**src/rtl/ssf_pkg.sv**
```systemverilog
package ssf_pkg;
  typedef enum logic [1:0] {ST_IDLE, ST_SYNC, ST_DATA} ssf_state_t;
endpackage

```
**src/rtl/ssf_fifo.sv**
```systemverilog
module ssf_fifo #(
  parameter int WIDTH = 16,
  parameter int DEPTH = 8
) (
  input  logic             clk,
  input  logic             rst,
  input  logic             wr_en_i,
  input  logic [WIDTH-1:0] wr_data_i,
  input  logic             rd_en_i,
  output logic [WIDTH-1:0] rd_data_o,
  output logic             empty_o,
  output logic             full_o
);
  localparam int AW = $clog2(DEPTH);
  localparam int CW = AW + 1;

  logic [WIDTH-1:0] mem [DEPTH];
  logic [AW-1:0]    wptr, rptr;
  logic [CW-1:0]    count;
  logic             do_wr, do_rd;

  assign do_wr     = wr_en_i && !full_o;
  assign do_rd     = rd_en_i && !empty_o;
  assign empty_o   = (count == '0);
  assign full_o    = (count == CW'(DEPTH));
  assign rd_data_o = mem[rptr];

  always_ff @(posedge clk) begin
    if (do_wr) mem[wptr] <= wr_data_i;
  end

  always_ff @(posedge clk) begin
    if (rst) begin
      wptr  <= '0;
      rptr  <= '0;
      count <= '0;
    end else begin
      if (do_wr) wptr <= (wptr == AW'(DEPTH-1)) ? '0 : wptr + 1'b1;
      if (do_rd) rptr <= (rptr == AW'(DEPTH-1)) ? '0 : rptr + 1'b1;
      case ({do_wr, do_rd})
        2'b10:   count <= count + 1'b1;
        2'b01:   count <= count - 1'b1;
        default: count <= count;
      endcase
    end
  end

  assert_no_overflow_R11: assert property (@(posedge clk) disable iff (rst)
    count <= CW'(DEPTH));
  assert_no_write_full_R11: assert property (@(posedge clk) disable iff (rst)
    wr_en_i |-> !full_o);
endmodule

```
**src/rtl/ssf_prescale.sv**
```systemverilog
module ssf_prescale #(
  parameter int DIV_W = 8
) (
  input  logic             clk,
  input  logic             rst,
  input  logic             run_i,
  input  logic [DIV_W-1:0] div_i,
  output logic             tick_o
);
  logic [DIV_W-1:0] cnt;

  assign tick_o = run_i && (cnt == div_i);

  always_ff @(posedge clk) begin
    if (rst || !run_i) cnt <= '0;
    else if (cnt == div_i) cnt <= '0;
    else cnt <= cnt + 1'b1;
  end

  assert_cnt_range_R7: assert property (@(posedge clk) disable iff (rst)
    run_i |-> cnt <= div_i);
endmodule

```
**src/rtl/ssf_engine.sv**
```systemverilog
module ssf_engine
  import ssf_pkg::*;
#(
  parameter int DATA_W   = 16,
  parameter int DIV_W    = 8,
  parameter int SIZE_W   = 5,
  parameter int MIN_BITS = 4
) (
  input  logic              clk,
  input  logic              rst,
  input  logic [SIZE_W-1:0] cfg_size_i,
  input  logic [DIV_W-1:0]  cfg_div_i,
  input  logic              tick_i,
  output logic              run_o,
  output logic [DIV_W-1:0]  div_o,
  input  logic              tx_avail_i,
  input  logic [DATA_W-1:0] tx_word_i,
  output logic              tx_pop_o,
  output logic              rx_push_o,
  output logic [DATA_W-1:0] rx_word_o,
  input  logic              sd_i,
  output logic              sclk_o,
  output logic              fs_o,
  output logic              sd_o,
  output logic              sd_oe_o
);
  localparam int CNT_W = $clog2(DATA_W + 1);

  ssf_state_t        state;
  logic [DATA_W-1:0] shreg, rxsh;
  logic [CNT_W-1:0]  bitcnt, size_q, size_c;
  logic              nxt, rx_done;

  always_comb begin
    if (cfg_size_i < SIZE_W'(MIN_BITS))    size_c = CNT_W'(MIN_BITS);
    else if (cfg_size_i > SIZE_W'(DATA_W)) size_c = CNT_W'(DATA_W);
    else                                   size_c = CNT_W'(cfg_size_i);
  end

  assign run_o = (state != ST_IDLE);

  always_ff @(posedge clk) begin
    if (rst) begin
      state     <= ST_IDLE;
      sclk_o    <= 1'b0;
      fs_o      <= 1'b0;
      sd_o      <= 1'b0;
      sd_oe_o   <= 1'b0;
      tx_pop_o  <= 1'b0;
      rx_push_o <= 1'b0;
      rx_word_o <= '0;
      shreg     <= '0;
      rxsh      <= '0;
      bitcnt    <= '0;
      size_q    <= CNT_W'(MIN_BITS);
      div_o     <= '0;
      nxt       <= 1'b0;
      rx_done   <= 1'b0;
    end else begin
      tx_pop_o  <= 1'b0;
      rx_push_o <= 1'b0;
      if (state == ST_IDLE) begin
        if (tx_avail_i) begin
          state    <= ST_SYNC;
          tx_pop_o <= 1'b1;
          shreg    <= tx_word_i;
          size_q   <= size_c;
          div_o    <= cfg_div_i;
          sclk_o   <= 1'b1;
          fs_o     <= 1'b1;
          sd_oe_o  <= 1'b1;
          sd_o     <= 1'b0;
          rxsh     <= '0;
        end
      end else if (tick_i) begin
        if (sclk_o) begin
          // falling edge: sample receive line during data bits
          sclk_o <= 1'b0;
          if (state == ST_DATA) begin
            rxsh <= {rxsh[DATA_W-2:0], sd_i};
            if (bitcnt == '0) rx_done <= 1'b1;
          end
        end else begin
          // rising event: hand over a completed word first
          if (rx_done) begin
            rx_done   <= 1'b0;
            rx_push_o <= 1'b1;
            rx_word_o <= rxsh;
          end
          if (state == ST_SYNC || (bitcnt == '0 && nxt)) begin
            sclk_o <= 1'b1;
            fs_o   <= 1'b0;
            nxt    <= 1'b0;
            state  <= ST_DATA;
            bitcnt <= size_q - 1'b1;
            sd_o   <= shreg[size_q - 1'b1];
            rxsh   <= '0;
          end else if (bitcnt == '0) begin
            fs_o    <= 1'b0;
            sd_oe_o <= 1'b0;
            sd_o    <= 1'b0;
            state   <= ST_IDLE;
          end else begin
            sclk_o <= 1'b1;
            bitcnt <= bitcnt - 1'b1;
            sd_o   <= shreg[bitcnt - 1'b1];
            if (bitcnt == CNT_W'(1) && tx_avail_i) begin
              // LSB period: overlap the next sync pulse
              tx_pop_o <= 1'b1;
              shreg    <= tx_word_i;
              fs_o     <= 1'b1;
              nxt      <= 1'b1;
            end else begin
              fs_o <= 1'b0;
            end
          end
        end
      end
    end
  end

  assert_idle_quiet_R1: assert property (@(posedge clk) disable iff (rst)
    !sd_oe_o |-> (!sclk_o && !fs_o));
  assert_sync_on_rise_R2: assert property (@(posedge clk) disable iff (rst)
    $rose(fs_o) |-> $rose(sclk_o));
  assert_sync_one_period_R6: assert property (@(posedge clk) disable iff (rst)
    $rose(sclk_o) |-> !(fs_o && $past(fs_o)));
  assert_data_on_rise_R3: assert property (@(posedge clk) disable iff (rst)
    (sd_oe_o && $past(sd_oe_o) && !$stable(sd_o)) |-> $rose(sclk_o));
endmodule

```
**src/rtl/ssf_master.sv**
```systemverilog
module ssf_master #(
  parameter int DATA_W = 16,
  parameter int DEPTH  = 8,
  parameter int DIV_W  = 8,
  parameter int SIZE_W = 5
) (
  input  logic              clk,
  input  logic              rst,
  input  logic [SIZE_W-1:0] cfg_size_i,
  input  logic [DIV_W-1:0]  cfg_div_i,
  input  logic              tx_valid_i,
  output logic              tx_ready_o,
  input  logic [DATA_W-1:0] tx_data_i,
  output logic              rx_valid_o,
  input  logic              rx_ready_i,
  output logic [DATA_W-1:0] rx_data_o,
  output logic              tx_empty_o,
  output logic              tx_full_o,
  output logic              rx_empty_o,
  output logic              rx_full_o,
  input  logic              ovr_clr_i,
  output logic              ovr_o,
  output logic              sclk_o,
  output logic              fs_o,
  output logic              sd_o,
  output logic              sd_oe_o,
  input  logic              sd_i
);
  logic              tick, run, tx_pop, rx_push;
  logic [DIV_W-1:0]  div_q;
  logic [DATA_W-1:0] tx_head, rx_word;

  assign tx_ready_o = !tx_full_o;
  assign rx_valid_o = !rx_empty_o;

  ssf_fifo #(.WIDTH(DATA_W), .DEPTH(DEPTH)) u_txf (
    .clk(clk), .rst(rst),
    .wr_en_i(tx_valid_i && !tx_full_o), .wr_data_i(tx_data_i),
    .rd_en_i(tx_pop), .rd_data_o(tx_head),
    .empty_o(tx_empty_o), .full_o(tx_full_o));

  ssf_fifo #(.WIDTH(DATA_W), .DEPTH(DEPTH)) u_rxf (
    .clk(clk), .rst(rst),
    .wr_en_i(rx_push && !rx_full_o), .wr_data_i(rx_word),
    .rd_en_i(rx_ready_i), .rd_data_o(rx_data_o),
    .empty_o(rx_empty_o), .full_o(rx_full_o));

  ssf_prescale #(.DIV_W(DIV_W)) u_div (
    .clk(clk), .rst(rst), .run_i(run), .div_i(div_q), .tick_o(tick));

  ssf_engine #(.DATA_W(DATA_W), .DIV_W(DIV_W), .SIZE_W(SIZE_W)) u_eng (
    .clk(clk), .rst(rst),
    .cfg_size_i(cfg_size_i), .cfg_div_i(cfg_div_i),
    .tick_i(tick), .run_o(run), .div_o(div_q),
    .tx_avail_i(!tx_empty_o), .tx_word_i(tx_head), .tx_pop_o(tx_pop),
    .rx_push_o(rx_push), .rx_word_o(rx_word),
    .sd_i(sd_i), .sclk_o(sclk_o), .fs_o(fs_o), .sd_o(sd_o), .sd_oe_o(sd_oe_o));

  always_ff @(posedge clk) begin
    if (rst)                        ovr_o <= 1'b0;
    else if (rx_push && rx_full_o)  ovr_o <= 1'b1;
    else if (ovr_clr_i)             ovr_o <= 1'b0;
  end

  assert_overrun_set_R10: assert property (@(posedge clk) disable iff (rst)
    (rx_push && rx_full_o) |=> ovr_o);
  assert_overrun_hold_R10: assert property (@(posedge clk) disable iff (rst)
    (ovr_o && !ovr_clr_i) |=> ovr_o);
endmodule

```
**config.mk**
```make
export PLATFORM = sky130hd
export DESIGN_NAME = ssf_master
export DESIGN_NICKNAME = d
export VERILOG_FILES = /design/src/rtl/ssf_pkg.sv /design/src/rtl/ssf_fifo.sv /design/src/rtl/ssf_prescale.sv /design/src/rtl/ssf_engine.sv /design/src/rtl/ssf_master.sv
export SDC_FILE = /design/constraint.sdc
export NUM_CORES = 1
export LEC_CHECK = 0
export BUFFER_PORTS_ARGS = -buffer_cell sky130_fd_sc_hd__buf_2
export CORE_MARGIN = 2
export CORE_UTILIZATION = 55
export CTS_CLUSTER_SIZE = 40
export DETAILED_ROUTE_END_ITERATION = 7
export GPL_ROUTABILITY_DRIVEN = 0
export PLACE_DENSITY = 0.75
export SETUP_SLACK_MARGIN = 0.05
export SYNTH_ARGS = -nofsm -noshare
export SYNTH_HDL_FRONTEND = slang
export SYNTH_SLANG_ARGS = --single-unit
```
**constraint.sdc**
```tcl
create_clock -name clk -period 2.6 [get_ports clk]
set_input_delay 0.26 -clock clk [delete_from_list [all_inputs] [get_ports clk]]
set_output_delay 0.26 -clock clk [all_outputs]
set_load 0.01 [all_outputs]
```
After elaboration in Yosys (flattened, before gate mapping)
Memory sizes are Yosys's and may differ from the RTL's. A register that Yosys moved wholly into a read port is not among the register bits.
Cells that the tools add are included.

storage, ports and cells
  word-level logic and storage cells = 187
  memories kept = 2
  memory bits (writable) = 256
  output and inout bits = 27
  flip-flop bits (word level) = 105

cells by class
  $lt $le $gt $ge = 4
  add/subtract/negate cells = 11
  bitwise operators = 4
  reductions and logical operators = 44
  equal/unequal tests = 22
  multiplexer cells = 77

memory list
  memory     words  bits a word  read ports  clocked after memory_dff  wr ports  line            RTL
  u_rxf.mem  8      16           1           1                         1         ssf_fifo.sv:17  logic [WIDTH-1:0] mem [DEPTH];
  u_txf.mem  8      16           1           1                         1         ssf_fifo.sv:17

operators with widths
  operator                                              count
  2-to-1 mux 16 bit                                     13
  2-to-1 mux 1 bit                                      42
  2-to-1 mux 3 bit                                      8
  2-to-1 mux 5 bit                                      4
  AND reduction 4 bit                                   5
  case mux 4 bit (2 select lines)                       2
  nonzero test 2 bit                                    8
  adder 3 x 1 -> 3 bit (second input constant)          4
  equality test 3 bit (second input constant)           4
  2-to-1 mux 2 bit                                      6
  logical AND 1 bit                                     10
  less-than comparator 5 bit (second input constant)    2
  inequality test 2 bit (second input constant)         5
  AND reduction 5 bit                                   2
  subtractor 5 x 1 -> 5 bit (second input constant)     2
  adder 4 x 1 -> 4 bit (second input constant)          2
  adder 8 x 1 -> 8 bit (second input constant)          1
  binary-select mux 1 bit (select 4 bit)                2
  equality test 4 bit (second input constant)           2
  equality test 8 bit                                   1
  zero test 4 bit                                       2
  subtractor 4 x 1 -> 4 bit (second input constant)     2
  equality test 2 x 1 -> 1 bit (second input constant)  3
  equality test 2 bit (second input constant)           3
  other kinds (16)                                      27

Longest topological paths before layout
Gate-level depths: netlist of run 1.

  depth after elaboration = 9
  gate-level depth with buffers = 12

By module
A second synthesis of run 1 with hierarchy kept.

second synthesis, totals
  cell total of the unflattened synthesis = 955
  area total of the unflattened synthesis = 14970.6 um^2

modules (own cells, without submodules)
  module             cells each  times used  area each (um^2)
  ssf_fifo at u_txf  264         1           5630.4
  ssf_fifo at u_rxf  264         1           5509.0
  ssf_engine         372         1           3295.7
  ssf_prescale       46          1           473.0
  ssf_master         9           1           62.6

Worst setup path before layout of run 1
Ideal clock, no wire load.

  path kind = register to register
  start = register u_rxf.count[1]
  end = memory u_rxf.mem[0][0] (enable)
  cell stages (with the launch flop) = 5
  path buffers = 1
  setup slack = -0.319 ns
  required time = 2.170 ns
  arrival time = 2.489 ns
  path through = dfxtp_1 > nor4b_1 > nand2b_1 > clkbuf_1 > nor4_1

between the ends
  word-level cells in the longest chain between the ends = 6

ends and longest elaborated chain
  item                                      line                              RTL
  start: declaration                        ssf_fifo.sv:19                    logic [CW-1:0] count;
  start signal: assignment                  ssf_fifo.sv:41                    2'b10: count <= count + 1'b1;
  start signal: assignment                  ssf_fifo.sv:42                    2'b01: count <= count - 1'b1;
  start signal: assignment                  ssf_fifo.sv:43                    default: count <= count;
  equality test 4 bit *                     ssf_fifo.sv:25                    assign full_o = (count == CW'(DEPTH));
  named net rx_full_o                       ssf_master.sv:20                  output logic rx_full_o,
  zero test 1 bit *                         ssf_fifo.sv:22, ssf_master.sv:44
  logical AND 1 bit                         ssf_master.sv:44                  .wr_en_i(rx_push && !rx_full_o), .wr_data_i(rx_word),
  logical AND 1 bit *                       ssf_fifo.sv:22                    assign do_wr = wr_en_i && !full_o;
  2-to-1 mux 1 bit *                        ssf_fifo.sv:29                    if (do_wr) mem[wptr] <= wr_data_i;
  2-to-1 mux 1 bit (implied by the code) *  ssf_fifo.sv:29
  end: declaration                          ssf_fifo.sv:17

The timed path passes the listed nets; every way through them passes the cells marked *.

Worst setup path in the final report of run 1
  start = register u_rxf.count[3]
  end = register u_rxf.count[2]

between the ends
  word-level cells in the longest chain between the ends = 6
  elaborated cells between the ends (all ways) = 11
  those cells by class = eq/ne: 3; mux: 1; reduce/logical: 7

ends and longest elaborated chain
  item                                                                   line                              RTL
  equality test 4 bit                                                    ssf_fifo.sv:25
  zero test 1 bit                                                        ssf_fifo.sv:22, ssf_master.sv:44
  logical AND 1 bit                                                      ssf_master.sv:44
  logical AND 1 bit                                                      ssf_fifo.sv:22
  equality test 2 x 1 -> 1 bit or equality test 2 bit (tied branches)    ssf_fifo.sv:40                    case ({do_wr, do_rd})
  case mux 4 bit (2 select lines) or nonzero test 2 bit (tied branches)  --

Parallel ways exist; a longest one is shown, timed or not.
A chain may end at the register's enable or synchronous reset.

==> metrics.txt, run 1 <==
area added between synthesis and finish=15.5%; count leader, synth=edfxtp_1; Hold Startpoint=sd_i; FF-to-FF path depth=10; Power Density=between 800 and 900 nW/um^2; final hold violations=0; Hold/Removal Path Class=input pin to register; CTS tree=built; Most used DFF post-synth=edfxtp_1; final worst clock skew=0.0155 ns; CTS Sinks=~370; number of global-route vias before repair=8563; WHS Endpoint=u_eng.rxsh[0]; ys async rst share=0%; fmax=403 MHz; Placement Cell Area=~16000 um^2; reg-to-reg startpoint=u_rxf.count[3]; Tcrit/Tclk final=between 90% and 100%; Critical Path AT=2.93 ns; synth unique cells=53; dominant cell type by area after synthesis=edfxtp_1; Slew @ Worst Pin=0.854 ns; final total power=~15 mW; CTS Buffer Depth=3; sequential cell area fraction in the yosys report=66.4%; final wirelength=around 28 mm; Slew HR=42.7%; via count of the routed design=~8300; Total GRT Usage=20.1%; required time of the worst setup path=3.04 ns; maximum capacitance violations=0; EDFF count, synth=between 200 and 300; Hold Crit Depth=3; Lkg Pwr=5.90 nW; core box area=26800 um^2; top cell type's share of synthesized area=51.5%; RSZ-0062 raised after global routing=true; # DRC=0; synthesis warning total=0; H-Tree Depth=2; Die Ht=approximately 170 um; worst flop-to-flop path endpoint=u_rxf.count[2]; status=completed; share of layout cells above drive strength 1=26.5%; Clock Latency Late Sink=0.51 ns; CP max FO=5; pin count of the biggest net entering global routing=45; R2R setup slack=between 0.1 and 0.15 ns; WL/cell=19.4 um; final setup vio count=0; critical path endpoint category=register; Iter 0 DRT Violations=583; Post-DP HPWL=16.8 mm; Horiz. Die Dim=169 um; grt total ovfl=0; Boundary Pins=62; initial antenna violation count=0; clk root buf=clkbuf_16; Commonest cells post-synth=edfxtp_1 (256), dfxtp_1 (111), mux4_2 (72); ANT nets after route=0; # nets final=1120; peak supply drop=0.000735 V; Antenna diodes=0; CTS buffer count=37; Post-Syn Nets=1019; drt first pass iters=6; clk slew on worst S/H paths=0.06 ns; port buffer count=61; Mapped Area=14900 um^2; Core Rows=60; startpoint types=register; kind of critical path=register to register; Slew Limit Fails=0; min Tclk post-route=2.48 ns; register bit total from synthesis=367; Via-to-Cell Ratio=5.79; top area cells in the synthesized netlist=edfxtp_1 (52%), dfxtp_1 (15%), mux4_2 (11%); Initial Utilization=55.7%; first-pass GRT wire length=45.1 mm; die area=28500 um^2; Mapped Cells=965; Mapped Avg Cell Area=15.5 um^2; Final Cell Area=17200 um^2; Core Util, Final=64.3%
==> power by group <==
group,switching [mW],internal [mW],total [mW]
logic,1.53,1.36,2.89
clock network,2.10,3.21,5.31
registers,0.257,6.56,6.82
==> routing by layer <==
| layer | GRT usage, % | wire, um |
|---|---|---|
| met5 | 0 | 0 |
| met4 | 5.85 | 660 |
| met3 | 3.06 | 1050 |
| met2 | 37.5 | 14900 |
| met1 | 24.0 | 11300 |
==> through the flow <==
step / setup slack (ns) / instances / hold WS [ns] / TNS [ns]
floorplan: 0.0771 / 965 / 0.359 / 0
finish: 0.118 / 1436 / 0.00603 / 0
global route: -0.0124 / 1436 / 0.0104 / -0.0124
CTS: 0.0782 / 1435 / 0.000837 / 0
global placement: 0.120 / 1355 / 0.441 / 0
detailed placement: 0.0468 / 1355 / 0.450 / 0
==> cell usage in the layout, fill, tap and decap left out, types with 30 or more instances in the layout <==
cell	synthesis	final
a21oi_1	57	55
buf_2	8	60
buf_4	2	40
clkbuf_16	0	39
dfxtp_1	111	109
edfxtp_1	256	256
mux2i_1	42	42
mux4_2	72	72
nand2_1	58	57
nand3_1	30	30
nor2_1	53	53
==> cell families after synthesis <==
family,Yosys count,synth area share [%]
flops,367,66.4
simple gates,223,7.37
mux,148,16.5
compound gates,114,4.55
buf+inv,67,2.01
xor+xnor,27,1.58
fa+ha+maj,19,1.59
==> flip-flops by register name (all words and copies together), names as in the netlist, 2 cells and up, named ones only <==
| signal | count |
|---|---|
| u_eng.size_q | 5 |
| u_eng.shreg | 16 |
| u_eng.rxsh | 16 |
| u_txf.count | 4 |
| u_eng.div_o | 8 |
| u_rxf.wptr | 3 |
| u_txf.rptr | 3 |
| u_rxf.mem | 128 |
| u_eng.rx_word_o | 16 |
| u_eng.state | 2 |
| u_div.cnt | 8 |
| u_eng.bitcnt | 5 |
| u_txf.mem | 128 |
| u_rxf.rptr | 3 |
| u_txf.wptr | 3 |
| u_rxf.count | 4 |
==> critical path, cell delays in order, from the launching register on <==
cell and delay (ns):
dfxtp_1 0.33, or4_4 0.55, nand2_2 0.13, inv_1 0.09
ha_1 0.27, xor2_1 0.16, ha_1 0.22, a21oi_2 0.13
xor2_1 0.09, or3_1 0.31, a21oi_1 0.14
==> worst max path at each step <==
stage / startpoint / end / slack [ns] / cells past startpoint
floorplan: u_txf.count[1] / u_txf.count[2] / 0.08 / 12
global placement: u_rxf.count[3] / u_rxf.count[2] / 0.12 / 10
detailed placement: u_rxf.count[3] / u_rxf.count[2] / 0.05 / 10
CTS: u_rxf.count[3] / u_rxf.count[2] / 0.08 / 10
global route: u_rxf.count[3] / u_rxf.count[2] / -0.01 / 10
finish: u_rxf.count[3] / u_rxf.count[2] / 0.12 / 10
==> layout make-up <==
cell class | count | area (um^2)
Sequential cell | 367 | 9910
Fill cell | 1847 | 9560
Multi-Input combinational cell | 531 | 4830
Clock buffer | 53 | 1090
Timing Repair Buffer | 115 | 781
Tap cell | 341 | 427
Clock inverter | 15 | 149
Inverter | 14 | 52.6
==> repair_timing <==
item	in CTS	in global routing
buffers inserted	0	1
pin swaps	0	2
endpoints found under the setup margin	1	3
hold buffers	12	0
endpoints found under the hold margin	32	0
gates resized for setup	1	5
(Power assumes the default switching activity.)
==> run 2: changes to the inputs <==
--- a/config.mk
+++ b/config.mk
@@ -6,13 +6,14 @@
 export NUM_CORES = 1
 export LEC_CHECK = 0
 export BUFFER_PORTS_ARGS = -buffer_cell sky130_fd_sc_hd__buf_2
-export CORE_MARGIN = 2
+export CORE_MARGIN = 5
 export CORE_UTILIZATION = 55
 export CTS_CLUSTER_SIZE = 40
 export DETAILED_ROUTE_END_ITERATION = 7
 export GPL_ROUTABILITY_DRIVEN = 0
 export PLACE_DENSITY = 0.75
 export SETUP_SLACK_MARGIN = 0.05
+export SLEW_MARGIN = 40
 export SYNTH_ARGS = -nofsm -noshare
 export SYNTH_HDL_FRONTEND = slang
 export SYNTH_SLANG_ARGS = --single-unit
==> run 2 against run 1 <==
Compared with the run above: utilization shrank 0.13 points; sequential cell count unchanged; largest cell class unchanged; critical endpoint is now u_txf.count[2]; sequential share of layout area grew 0.12 points; global-route usage fell by 1.6 points; critical path depth is the same; worst setup slack better by 0.033 ns.
==> metrics.txt, run 2 (same netlist as run 1, synthesis figures left out) <==
RSZ-0062 raised after global routing=true; Multi-input gate area=4810 um^2; port buffer count=61; Setup WS post-layout=around 0.15 ns; commonest non-fill, non-tap cells in the layout=edfxtp_1 (256), dfxtp_1 (109), mux4_2 (72); Clock Latency Late Sink=just over 0.5 ns; min Tclk post-route=2.45 ns; CTS Buffer Depth=3; Largest stage delay, worst path=0.59 ns; via count of the routed design=8291; R2R setup slack=around 0.15 ns; met1 usage=22.7%; most common cell after layout, fill and taps aside=edfxtp_1; core box area=26800 um^2; CTS buffer count=37; initial antenna violation count=0; # nets final=1123; Core Rows=60; Initial Utilization=55.7%; Post-DP HPWL=16.7 mm; GR peak layer=met2; Post-CTS Setup Repair Bufs=0; worst flop-to-flop path endpoint=u_txf.count[2]; clk slew on worst S/H paths=0.06 ns; WHS Endpoint=u_txf.mem[0][8]; Iter 0 DRT Violations=545; final wirelength=27.8 mm; Horiz. Die Dim=approximately 170 um; startpoint types=register; FF-to-FF path depth=10; reg-to-reg startpoint=u_txf.count[3]; crit path from=u_txf.count[3]; Critical Path AT=2.89 ns; final setup TNS=0 ns; Storage cell area=around 9900 um^2; DP Worst Slack=0.0471 ns; fmax=408 MHz; clk root buf=clkbuf_16; critical path endpoint category=register; status=completed; Slew HR=59.3%; final worst clock skew=between 0.01 and 0.015 ns; WL/cell=19.3 um; Slew @ Worst Pin=0.610 ns; final setup vio count=0; crit-path cells=or4_4 -> nand2_1 -> inv_1 -> ha_2 -> xor2_1 -> ha_1 -> a21oi_1 -> xor2_1 -> or3_1 -> a21oi_1; Gate power share=19.5%; clock network power share=34.5%; critical path's slowest cell=or4_4; CTS Sinks=367; ANT nets after route=0; grt met2 use=33.9%; Power Density=862 nW/um^2; met3 Resource Use GR=under 10%; P_sw=3.93 mW; Die Ht=roughly 170 um; P_int=10.9 mW; number of global-route vias before repair=8620; drt first pass iters=5; Boundary Pins=62; Hold Crit Depth=1; Antenna diodes=0; first-pass GRT wire length=between 40 and 50 mm; Hold Startpoint=tx_data_i[8]; Via-to-Cell Ratio=between 5 and 6; Total GRT Usage=between 15 and 20%; die area=30500 um^2; kind of critical path=register to register; CTS tree=built; fill count=1846; Lkg Pwr=5.90 nW; switching share of total power=26.5%; # DRC=0; area added between synthesis and finish=15.3%; Flop pwr share=between 40% and 50%; Tcrit/Tclk final=a little over nine tenths; peak supply drop=roughly 0.00064 V; share of layout cells above drive strength 1=27.0%; Hold/Removal Path Class=input pin to register; required time of the worst setup path=3.04 ns; biggest regs=u_rxf.mem (128), u_txf.mem (128); grt total ovfl=0; pin count of the biggest net entering global routing=45; final hold violations=0; Slew Limit Fails=0; maximum capacitance violations=0; CP max FO=5; H-Tree Depth=2
-- run 2: cell count changes in the layout (fill, tap and decap cells not counted), moves of 2 or more --
cell,change
clkinv_2,+7
clkbuf_1,-6
clkbuf_8,-4
buf_4,+2
clkinvlp_4,+2
nor3_2,+2
nor3_4,-2
-- run 2: area by class of cell --
| class | instances | area share [%] |
|---|---|---|
| flip-flops and latches | 367 | 57.6 |
| multi-input cells | 531 | 28.0 |
| clock buffers | 43 | 5.88 |
| repair buffers | 118 | 4.68 |
| well taps | 341 | 2.48 |
| clock inverters | 25 | 1.06 |
| inverters | 14 | 0.305 |
-- run 2: per-layer routing --
metal,vias to the layer above,part of all wire [%]
li1,3914,-
met1,4140,41
met2,186,53
met3,51,3.9
met4,0,2.2
met5,-,0
-- run 2: stage by stage --
step,power (mW),cell area (um^2),cells,hold slack [ns],util [%]
finish,14.8,17200,1439,0.0171,64.2
detailed placement,9.82,15900,1358,0.458,59.2
global route,15.5,17200,1439,0.0105,64.2
global placement,9.76,15900,1358,0.442,59.2
floorplan,9.25,14900,965,0.359,-
CTS,15.0,17200,1439,0.000836,64.1
-- run 2: what timing repair did --
action / 4_1_cts / 5_1_grt
setup endpoints to repair: 1 / 3
hold endpoints to repair: 29 / 0
hold buffers: 13 / 0
gates resized for setup: 1 / 4
-- run 2: worst max path at each step --
stage,end,cells past startpoint
finish,u_txf.count[2],10
global route,u_txf.count[2],10
CTS,u_rxf.count[2],10
detailed placement,u_rxf.count[2],10
global placement,u_rxf.count[2],10
floorplan,u_txf.count[2],12
-- run 2: power by group through the flow --
stage / registers [mW] / logic [mW] / clock network [mW]
final: 6.83 / 2.89 / 5.12
after global routing: 6.86 / 3.16 / 5.49
after CTS: 6.83 / 2.91 / 5.24
after detailed placement: 6.95 / 2.88 / 0
after global placement: 6.94 / 2.83 / 0
after floorplan: 6.86 / 2.39 / 0
-- run 2: worst max-delay path, delay by kind of cell, from the launching register on --
family | cells | cell delay, ns
compound gates | 2 | 0.31
xor+xnor | 2 | 0.25
fa+ha+maj | 2 | 0.42
buf+inv | 1 | 0.07
flops | 1 | 0.32
simple gates | 3 | 1.02
